==> src/rtl/aes_cf_pkg.sv <==
package aes_cf_pkg;

    typedef logic [3:0] nib_t;
    typedef logic [7:0] byte_t;
    typedef byte_t [7:0] mat_t;   // mat[i] = image of input bit i

    localparam byte_t AFF_CONST = 8'h63;

    // GF(2^4) multiply, reduction y^4 = y + 1
    function automatic nib_t gf16_mul(nib_t a, nib_t b);
        nib_t p;
        nib_t t;
        p = '0;
        t = a;
        for (int i = 0; i < 4; i++) begin
            if (b[i]) p ^= t;
            t = {t[2:0], 1'b0} ^ (t[3] ? 4'h3 : 4'h0);
        end
        return p;
    endfunction

    function automatic nib_t gf16_sq(nib_t a);
        return gf16_mul(a, a);
    endfunction

    // a^14 = a^-1 for nonzero a, 0 for a = 0
    function automatic nib_t gf16_inv(nib_t a);
        nib_t a2;
        nib_t a4;
        nib_t a8;
        a2 = gf16_sq(a);
        a4 = gf16_sq(a2);
        a8 = gf16_sq(a4);
        return gf16_mul(gf16_mul(a2, a4), a8);
    endfunction

    // Tower multiply: element = hi*x + lo, x^2 = x + lam
    function automatic byte_t cf_mul(byte_t a, byte_t b, nib_t lam);
        nib_t hh;
        nib_t hi;
        nib_t lo;
        hh = gf16_mul(a[7:4], b[7:4]);
        hi = hh ^ gf16_mul(a[7:4], b[3:0]) ^ gf16_mul(a[3:0], b[7:4]);
        lo = gf16_mul(hh, lam) ^ gf16_mul(a[3:0], b[3:0]);
        return {hi, lo};
    endfunction

    // Tower element that satisfies the AES reduction polynomial
    function automatic byte_t find_root(nib_t lam);
        byte_t c;
        byte_t c2;
        byte_t c3;
        byte_t c4;
        byte_t c8;
        for (int v = 2; v < 256; v++) begin
            c  = byte_t'(v);
            c2 = cf_mul(c, c, lam);
            c3 = cf_mul(c2, c, lam);
            c4 = cf_mul(c2, c2, lam);
            c8 = cf_mul(c4, c4, lam);
            if ((c8 ^ c4 ^ c3 ^ c ^ 8'h01) == 8'h00) return c;
        end
        return 8'h00;
    endfunction

    function automatic byte_t mat_apply(mat_t m, byte_t v);
        byte_t r;
        r = '0;
        for (int i = 0; i < 8; i++) begin
            if (v[i]) r ^= m[i];
        end
        return r;
    endfunction

    function automatic mat_t build_fwd(nib_t lam);
        mat_t m;
        byte_t beta;
        byte_t p;
        beta = find_root(lam);
        p    = 8'h01;
        for (int i = 0; i < 8; i++) begin
            m[i] = p;
            p    = cf_mul(p, beta, lam);
        end
        return m;
    endfunction

    function automatic mat_t build_bwd(mat_t fwd);
        mat_t m;
        m = '0;
        for (int j = 0; j < 8; j++) begin
            for (int v = 0; v < 256; v++) begin
                if (mat_apply(fwd, byte_t'(v)) == (8'h01 << j)) m[j] = byte_t'(v);
            end
        end
        return m;
    endfunction

endpackage

==> src/rtl/cf_lin_map.sv <==
module cf_lin_map
    import aes_cf_pkg::*;
#(
    parameter mat_t MATRIX = '0
) (
    input  logic [7:0] din,
    output logic [7:0] dout
);
    logic [7:0] terms [8];

    for (genvar i = 0; i < 8; i++) begin : g_col
        assign terms[i] = din[i] ? MATRIX[i] : 8'h00;
    end

    always_comb begin
        dout = '0;
        for (int i = 0; i < 8; i++) dout ^= terms[i];
    end
endmodule

==> src/rtl/cf_inverter.sv <==
module cf_inverter
    import aes_cf_pkg::*;
#(
    parameter logic [3:0] LAMBDA = 4'hC
) (
    input  logic [7:0] din,
    output logic [7:0] dout
);
    nib_t ah;
    nib_t al;
    nib_t sum_d;
    nib_t delta_d;
    nib_t dinv_d;

    always_comb begin
        ah      = din[7:4];
        al      = din[3:0];
        sum_d   = ah ^ al;
        delta_d = gf16_mul(sum_d, al) ^ gf16_mul(LAMBDA, gf16_sq(ah));
        dinv_d  = gf16_inv(delta_d);
        dout    = {gf16_mul(ah, dinv_d), gf16_mul(sum_d, dinv_d)};
    end
endmodule

==> src/rtl/sbox_affine.sv <==
module sbox_affine
    import aes_cf_pkg::*;
(
    input  logic [7:0] din,
    output logic [7:0] dout
);
    always_comb begin
        dout = din
             ^ {din[6:0], din[7]}
             ^ {din[5:0], din[7:6]}
             ^ {din[4:0], din[7:5]}
             ^ {din[3:0], din[7:4]}
             ^ AFF_CONST;
    end
endmodule

==> src/rtl/cf_aes_sbox.sv <==
module cf_aes_sbox
    import aes_cf_pkg::*;
#(
    parameter int         PIPE   = 1,
    parameter logic [3:0] LAMBDA = 4'hC
) (
    input  logic       clk,
    input  logic       rst_n,
    input  logic       in_valid,
    input  logic [7:0] in_byte,
    output logic       out_valid,
    output logic [7:0] out_byte
);
    localparam mat_t FWD = build_fwd(LAMBDA);
    localparam mat_t BWD = build_bwd(FWD);

    logic [7:0] cf_fwd;
    logic [7:0] cf_inv;
    logic [7:0] inv_byte;
    logic [7:0] sub_byte;

    cf_lin_map #(.MATRIX(FWD)) u_to_cf (
        .din (in_byte),
        .dout(cf_fwd)
    );

    cf_inverter #(.LAMBDA(LAMBDA)) u_inv (
        .din (cf_fwd),
        .dout(cf_inv)
    );

    cf_lin_map #(.MATRIX(BWD)) u_from_cf (
        .din (cf_inv),
        .dout(inv_byte)
    );

    sbox_affine u_aff (
        .din (inv_byte),
        .dout(sub_byte)
    );

    if (PIPE != 0) begin : g_reg
        typedef struct packed {
            logic       vld;
            logic [7:0] dat;
        } stage_t;

        stage_t stage_d;
        stage_t stage_q;

        always_comb begin
            stage_d     = stage_q;
            stage_d.vld = in_valid;
            if (in_valid) stage_d.dat = sub_byte;
        end

        always_ff @(posedge clk) begin
            if (!rst_n) stage_q <= '0;
            else        stage_q <= stage_d;
        end

        assign out_valid = stage_q.vld;
        assign out_byte  = stage_q.dat;
    end else begin : g_comb
        assign out_valid = in_valid;
        assign out_byte  = sub_byte;
    end
endmodule

==> config.mk <==
export PLATFORM = sky130hd
export DESIGN_NAME = cf_aes_sbox
export DESIGN_NICKNAME = d
export VERILOG_FILES = /design/src/rtl/aes_cf_pkg.sv /design/src/rtl/cf_lin_map.sv /design/src/rtl/cf_inverter.sv /design/src/rtl/sbox_affine.sv /design/src/rtl/cf_aes_sbox.sv
export SDC_FILE = /design/constraint.sdc
export NUM_CORES = 1
export LEC_CHECK = 0
export BUFFER_PORTS_ARGS = -buffer_cell sky130_fd_sc_hd__buf_4
export CAP_MARGIN = 20
export CORE_MARGIN = 5
export CORE_UTILIZATION = 49
export CTS_BUF_LIST = sky130_fd_sc_hd__clkbuf_4 sky130_fd_sc_hd__clkbuf_8
export CTS_CLUSTER_DIAMETER = 120
export DETAILED_ROUTE_END_ITERATION = 10
export PLACE_DENSITY = 0.67
export SYNTH_ARGS = -nofsm -noshare
export SYNTH_HDL_FRONTEND = slang
export SYNTH_HIERARCHICAL = 1
export SYNTH_SLANG_ARGS = --single-unit
==> constraint.sdc <==
create_clock -name clk -period 7.3 [get_ports clk]
set_input_delay 0.365 -clock clk [delete_from_list [all_inputs] [get_ports clk]]
set_output_delay 0.365 -clock clk [all_outputs]
set_load 0.01 [all_outputs]
== Word level (Yosys, flattened, before mapping) ==
Index checks and enable logic that the tools add are counted.

* Latch bits: 0
* Word-level logic and storage cells: 145
* Bits of input ports: 11
* Output and inout bits: 9
* Memories: 0
* RAM bits: 0
* ROM bits: 0
* Bits in registers: 9

* Shift operators: 0
* Add/sub/neg operators: 0
* Reductions and logical operators: 0
* $mul: 0
* Divide/modulo/power cells: 0
* Magnitude comparators: 0
* Mux-type cells: 74
* Equal/unequal tests: 0
* Bitwise logic cells: 69

{| class="wikitable"
|+ Operator list
! cell !! count
|-
| $xor 4x4->4 || 47
|-
| $mux 4 || 39
|-
| $xor 8x8->8 || 18
|-
| $mux 8 || 5
|-
| $mux 2 || 19
|-
| $mux 7 || 4
|-
| $mux 6 || 4
|-
| $not 2->2 || 2
|-
| $not 4->4 || 1
|-
| $mux 3 || 1
|-
| $not 3->3 || 1
|-
| $mux 1 || 2
|}

== Depth between registers and ports, before layout ==
* Depth in word-level cells: 75
* Depth in mapped cells: 31
* Mapped depth without buffers: 26

== Modules after synthesis ==
Netlist, hierarchy kept.

{| class="wikitable"
|+ Modules (own cells, without submodules)
! module !! times used !! area an instance (um^2) !! seq. area each (um^2) !! cells each
|-
| cf_inverter || 1 || 1816.7 || 0.0 || 246
|-
| cf_aes_sbox || 1 || 329.1 || 180.2 || 27
|-
| sbox_affine || 1 || 206.4 || 0.0 || 16
|-
| cf_lin_map (u_from_cf) || 1 || 133.9 || 0.0 || 11
|-
| cf_lin_map (u_to_cf) || 1 || 128.9 || 0.0 || 13
|}

== Least setup slack after synthesis ==
Ideal clock, no wire load.

* Path kind: input -> register
* From: in in_byte[6]
* To: reg g_reg.stage_q, in the netlist out_byte[5]
* Path slack: 0.887 ns
* Cell stages on the path: 29
* Data arrival time: 6.297 ns
* Data required time: 7.184 ns
* Path through: xor2_2 -> xor2_1 -> buf_4 -> inv_1 -> ha_1 -> buf_4 -> inv_1 -> nor3_1 -> a311oi_1 -> xnor3_2 -> xor2_1 -> xnor2_1 -> xnor2_1 -> ha_1 -> clkbuf_1 -> inv_1 -> o311ai_1 -> a21oi_1 -> nor4_4 -> buf_6 -> mux2i_1 -> a222oi_1 -> xnor2_1 -> xnor2_1 -> xnor2_1 -> xnor3_2 -> xnor2_1 -> mux2i_1 -> nor2b_1

* Word-level cells in the longest chain between the ends: 66

{| class="wikitable"
|+ RTL lines
! what !! line !! source
|-
| from (decl) || cf_aes_sbox.sv:10 || <nowiki>input logic [7:0] in_byte,</nowiki>
|-
| $mux 6 * || cf_lin_map.sv:12 || <nowiki>assign terms[i] = din[i] ? MATRIX[i] : 8'h00;</nowiki>
|-
| $xor 8x8->8 * (2 in a row) || cf_lin_map.sv:17 || <nowiki>for (int i = 0; i < 8; i++) dout ^= terms[i];</nowiki>
|-
| via cf_fwd[4] || cf_aes_sbox.sv:17 || <nowiki>logic [7:0] cf_fwd;</nowiki>
|-
| $mux 4 || aes_cf_pkg.sv:16 || <nowiki>if (b[i]) p ^= t;</nowiki>
|-
| $xor 4x4->4 || aes_cf_pkg.sv:16 ||
|-
| $mux 4 || aes_cf_pkg.sv:16 ||
|-
| $xor 4x4->4 || aes_cf_pkg.sv:16 ||
|-
| $mux 4 || aes_cf_pkg.sv:16 ||
|-
| [45 not listed] || - ||
|-
| via cf_inv[1] || cf_aes_sbox.sv:18 || <nowiki>logic [7:0] cf_inv;</nowiki>
|-
| [1 not listed] || - ||
|-
| $xor 8x8->8 * (7 in a row) || cf_lin_map.sv:17 ||
|-
| via inv_byte[4] || cf_aes_sbox.sv:19 || <nowiki>logic [7:0] inv_byte;</nowiki>
|-
| $xor 8x8->8 * || sbox_affine.sv:9 || <nowiki>^ {din[6:0], din[7]}</nowiki>
|-
| $xor 8x8->8 * || sbox_affine.sv:10 || <nowiki>^ {din[5:0], din[7:6]}</nowiki>
|-
| $xor 8x8->8 * || sbox_affine.sv:11 || <nowiki>^ {din[4:0], din[7:5]}</nowiki>
|-
| $xor 8x8->8 * || sbox_affine.sv:12 || <nowiki>^ {din[3:0], din[7:4]}</nowiki>
|-
| $not 4->4 (no line) * || - ||
|-
| via sub_byte[5] || cf_aes_sbox.sv:20 || <nowiki>logic [7:0] sub_byte;</nowiki>
|-
| to (signal assigned) || cf_aes_sbox.sv:59 || <nowiki>else stage_q <= stage_d;</nowiki>
|-
| to (decl) || cf_aes_sbox.sv:49 || <nowiki>stage_t stage_q;</nowiki>
|}

The timed path passes the listed nets; every way through them passes the cells marked *.
A chain may end at the register's enable or synchronous reset.

== Worst setup path in the final report ==
* From: in in_byte[6]
* To: reg g_reg.stage_q, in the netlist out_byte[7]

{| class="wikitable"
|+ RTL lines
! what !! line
|-
| $mux 6 * || cf_lin_map.sv:12
|-
| $xor 8x8->8 * (2 in a row) || cf_lin_map.sv:17
|-
| via cf_fwd[4] || cf_aes_sbox.sv:17
|-
| $mux 4 || aes_cf_pkg.sv:16
|-
| $xor 4x4->4 || aes_cf_pkg.sv:16
|-
| $mux 4 || aes_cf_pkg.sv:16
|-
| $xor 4x4->4 || aes_cf_pkg.sv:16
|-
| $mux 4 || aes_cf_pkg.sv:16
|-
| [44 not listed] || -
|-
| $mux 4 * || aes_cf_pkg.sv:16
|-
| via cf_inv[1] || cf_aes_sbox.sv:18
|-
| $mux 7 * || cf_lin_map.sv:12
|-
| $xor 8x8->8 * (7 in a row) || cf_lin_map.sv:17
|-
| via inv_byte[4] || cf_aes_sbox.sv:19
|-
| $xor 8x8->8 * || sbox_affine.sv:11
|-
| $xor 8x8->8 * || sbox_affine.sv:12
|-
| via sub_byte[7] || cf_aes_sbox.sv:20
|}

Marked as above.

==> metrics.md <==
| Metric | Value |
|---|---|
| Biggest area contributors in the synthesized netlist | xnor2_1 (16%), xor2_1 (8.0%), dfxtp_1 (6.9%) |
| Maximum frequency from static timing analysis | 149 MHz |
| Fraction of synthesized cell area taken by the top area cell type | 15.7% |
| Post-cts hold buffer count | 0 |
| Capturing element of the worst setup path | out_byte[7] |
| Remaining global-route overflow | 0 |
| Cell area after technology mapping | 0.00262 mm^2 |
| Drt first pass iters | 5 |
| Worst-case headroom to the max-slew limit | 30.3% |
| Share of async-settable or async-resettable flops after synthesis | 0% |
| Final nets | 340 |
| Aggregate global-route resource usage | 15.9% |
| Hold Crit Class | primary input to flop |
| Standard cell with the maximum stage delay on the critical path | xnor3_2 |
| Maximum number of pins on one net before global-route repair | 25 |
| Clock sink count | 9 |
| Most frequent cells after synthesis | xnor2_1 (47), nand2_1 (26), xor2_1 (24) |
| Cell Count, Final, Fillers Out | 395 |
| Arr. time, crit path | 6.88 ns |
| Timing startpoint of the critical path | in_byte[6] |
| Initial DRC count | 98 |
| Site Rows | 26 |
| Crit end category | flop |
| Distinct cells, synth | 63 |
| Slowest cell delay on critical path | 0.53 ns |
| Reg2Reg Setup Slack | 6.69 ns |
| Via count of the first global-routing pass | 2028 |
| Remaining DRCs | 0 |
| WS Path Type | primary input to flop |
| Global-route wire length before repair | 9610 um |
| Detail Route Antenna Nets | 0 |
| Max H-tree Level | 1 |
| R2R Path Start | out_byte[6] |
| Worst hold slack | 0.413 ns |
| Clock Root Buffer | clkbuf_8 |
| Max clock buf depth | 2 |
| Overall die area | 0.00690 mm^2 |
| Vias | 2203 |
| Post-synthesis sequential element count | 9 |
| Floorplan die width | 83.1 um |
| Placeable Area | 0.00514 mm^2 |
| Final cycle utilization of the critical path | 92.1% |
| CTS tree | yes |
| Shortest clock period the worst path allows after layout | 6.72 ns |
| Max-Cap Viols | 0 |
| Total negative slack | 0 ns |
| Detailed-placement wirelength estimate | 4250 um |
| Clock input transition at the sequential cells of the worst setup and hold paths | 0.04 ns |
| Final hold violation count | 0 |
| Per-cell routed wire length | 14.2 um |
| Share of cells above drive strength 1 | 22.5% |
| Number of antenna violations at the first check in global routing | 0 |
| Cell class contributing the biggest share of worst-path delay | XOR/XNOR gates |
| Startpoint types | primary input |
| Clock network latency to the later pin of the worst-skew pair | 0.23 ns |
| Biggest fanout along the worst timing path | 12 |
| Routed WL | 5610 um |
| Placed cell count | 390 |
| Number of clock buffers inserted by TritonCTS | 3 |
| Post-synth EDFFs | 0 |
| Yosys warns | 6 |
| Initial core utilization | 50.9% |
| Cell repeated most along the worst path | xnor2_1 |
| Final count of pins violating max slew | 0 |
| Number of primary I/O pins | 20 |
| Required arrival time at the worst endpoint | 7.47 ns |
| Antenna diode instance count | 0 |
| Worst slew pin tran | 1.04 ns |
| Number of setup violations in the final report | 0 |
| Via density | 5.58 |
| Final WS setup | 0.580 ns |
| Worst Reg-to-Reg Cells | 2 |
| Area Overhead vs Synth | 9.67% |
| Most frequently used cell type in the post-synthesis netlist | xnor2_1 |
| Leading area contributor after synthesis | xnor2_1 |
| Count of buffering cells on the critical path with inverters included | 4 |
| Dpl ws | 0.276 ns |
| Number of nets in the synthesized netlist | 327 |
| Vertical die dimension | 83.1 um |
| Fraction of the yosys area taken by sequential cells | 6.89% |
| Global placement routability congestion | 0.884 |
| Synthesized instance count | 313 |
| Run status | finished, final reports clean |
| Most used flip-flop cell after synthesis | dfxtp_1 |
| Setup repair after global routing missed its margin | false |
| Average cell area after synthesis | 8.35 um^2 |
| Quantity of I/O buffers inserted on ports | 19 |
| Final setup skew | 0 ns |
| Worst reg2reg endpoint | out_byte[6] |
| Number of cells on the critical path | 28 |
==> cells in the final DEF, fill, tap and decap left out, types with 4 or more instances in the layout <==
| master | count |
|---|---|
| xnor2_1 | 44 |
| buf_4 | 34 |
| nand2_1 | 26 |
| xor2_1 | 23 |
| nor2_1 | 22 |
| a21oi_1 | 19 |
| mux2i_1 | 14 |
| nor2b_1 | 12 |
| dfxtp_1 | 9 |
| xnor2_2 | 8 |
| nor3_1 | 8 |
| nand2b_1 | 6 |
| o21ai_0 | 6 |
| inv_1 | 5 |
| o21ai_1 | 5 |
| nand3_1 | 5 |
| xor3_1 | 4 |
| xor2_2 | 4 |
| o22ai_1 | 4 |
==> layer usage <==
metal / part of all wire [%] / track usage [%]
met1: 48 / 22.9
met2: 46 / 25.4
met3: 4.7 / 1.29
met4: 1.5 / 4.61
met5: 0 / 0
==> timing repair <==
| item | 4_1_cts | 5_1_grt |
|---|---|---|
| setup endpoints to repair | 0 | 4 |
| endpoints found under the hold margin | 0 | 0 |
| resized for setup | 0 | 2 |
| setup buffers | 0 | 1 |
==> worst min path at each step <==
stage | slack, ns | depth (start not counted) | from | to
after detailed placement | 0.51 | 2 | out_byte[4] | out_byte[4]
after global routing | 0.41 | 2 | rst_n | out_byte[5]
after floorplan | 0.49 | 1 | rst_n | out_byte[0]
after global placement | 0.50 | 2 | out_byte[2] | out_byte[2]
final | 0.41 | 2 | rst_n | out_byte[5]
after CTS | 0.41 | 2 | rst_n | out_byte[2]
==> stage by stage <==
stage          utilization [%]  cell area (um^2)
6_report                  55.8              2870
5_1_grt                   55.8              2870
4_1_cts                   55.4              2850
3_5_place_dp              54.4              2800
3_3_place_gp              54.4              2800
2_1_floorplan                -              2620
==> state kept, by name, summed over array words and instances, names as in the netlist <==
name and count:
out_valid 1, out_byte 8
==> final cells by class <==
class	instances	area, um^2
multi-input cells	272	2270
fillers	478	2270
repair buffers	34	255
flip-flops and latches	9	180
well taps	70	87.6
clock buffers	4	48.8
inverters	6	22.5
==> cells by family after synthesis <==
kind of cell / share of synthesized area [%]
and+or+nand+nor: 20.7
adders and majority gates: 1.87
DFF: 6.89
xor gates and xnor gates: 40.1
AOI/OAI and AO/OA: 17.1
muxes: 5.79
buffers and inverters: 7.56
Power is not shown: default switching activity piles up to over one toggle a cycle in this logic, so the estimate is an artifact.
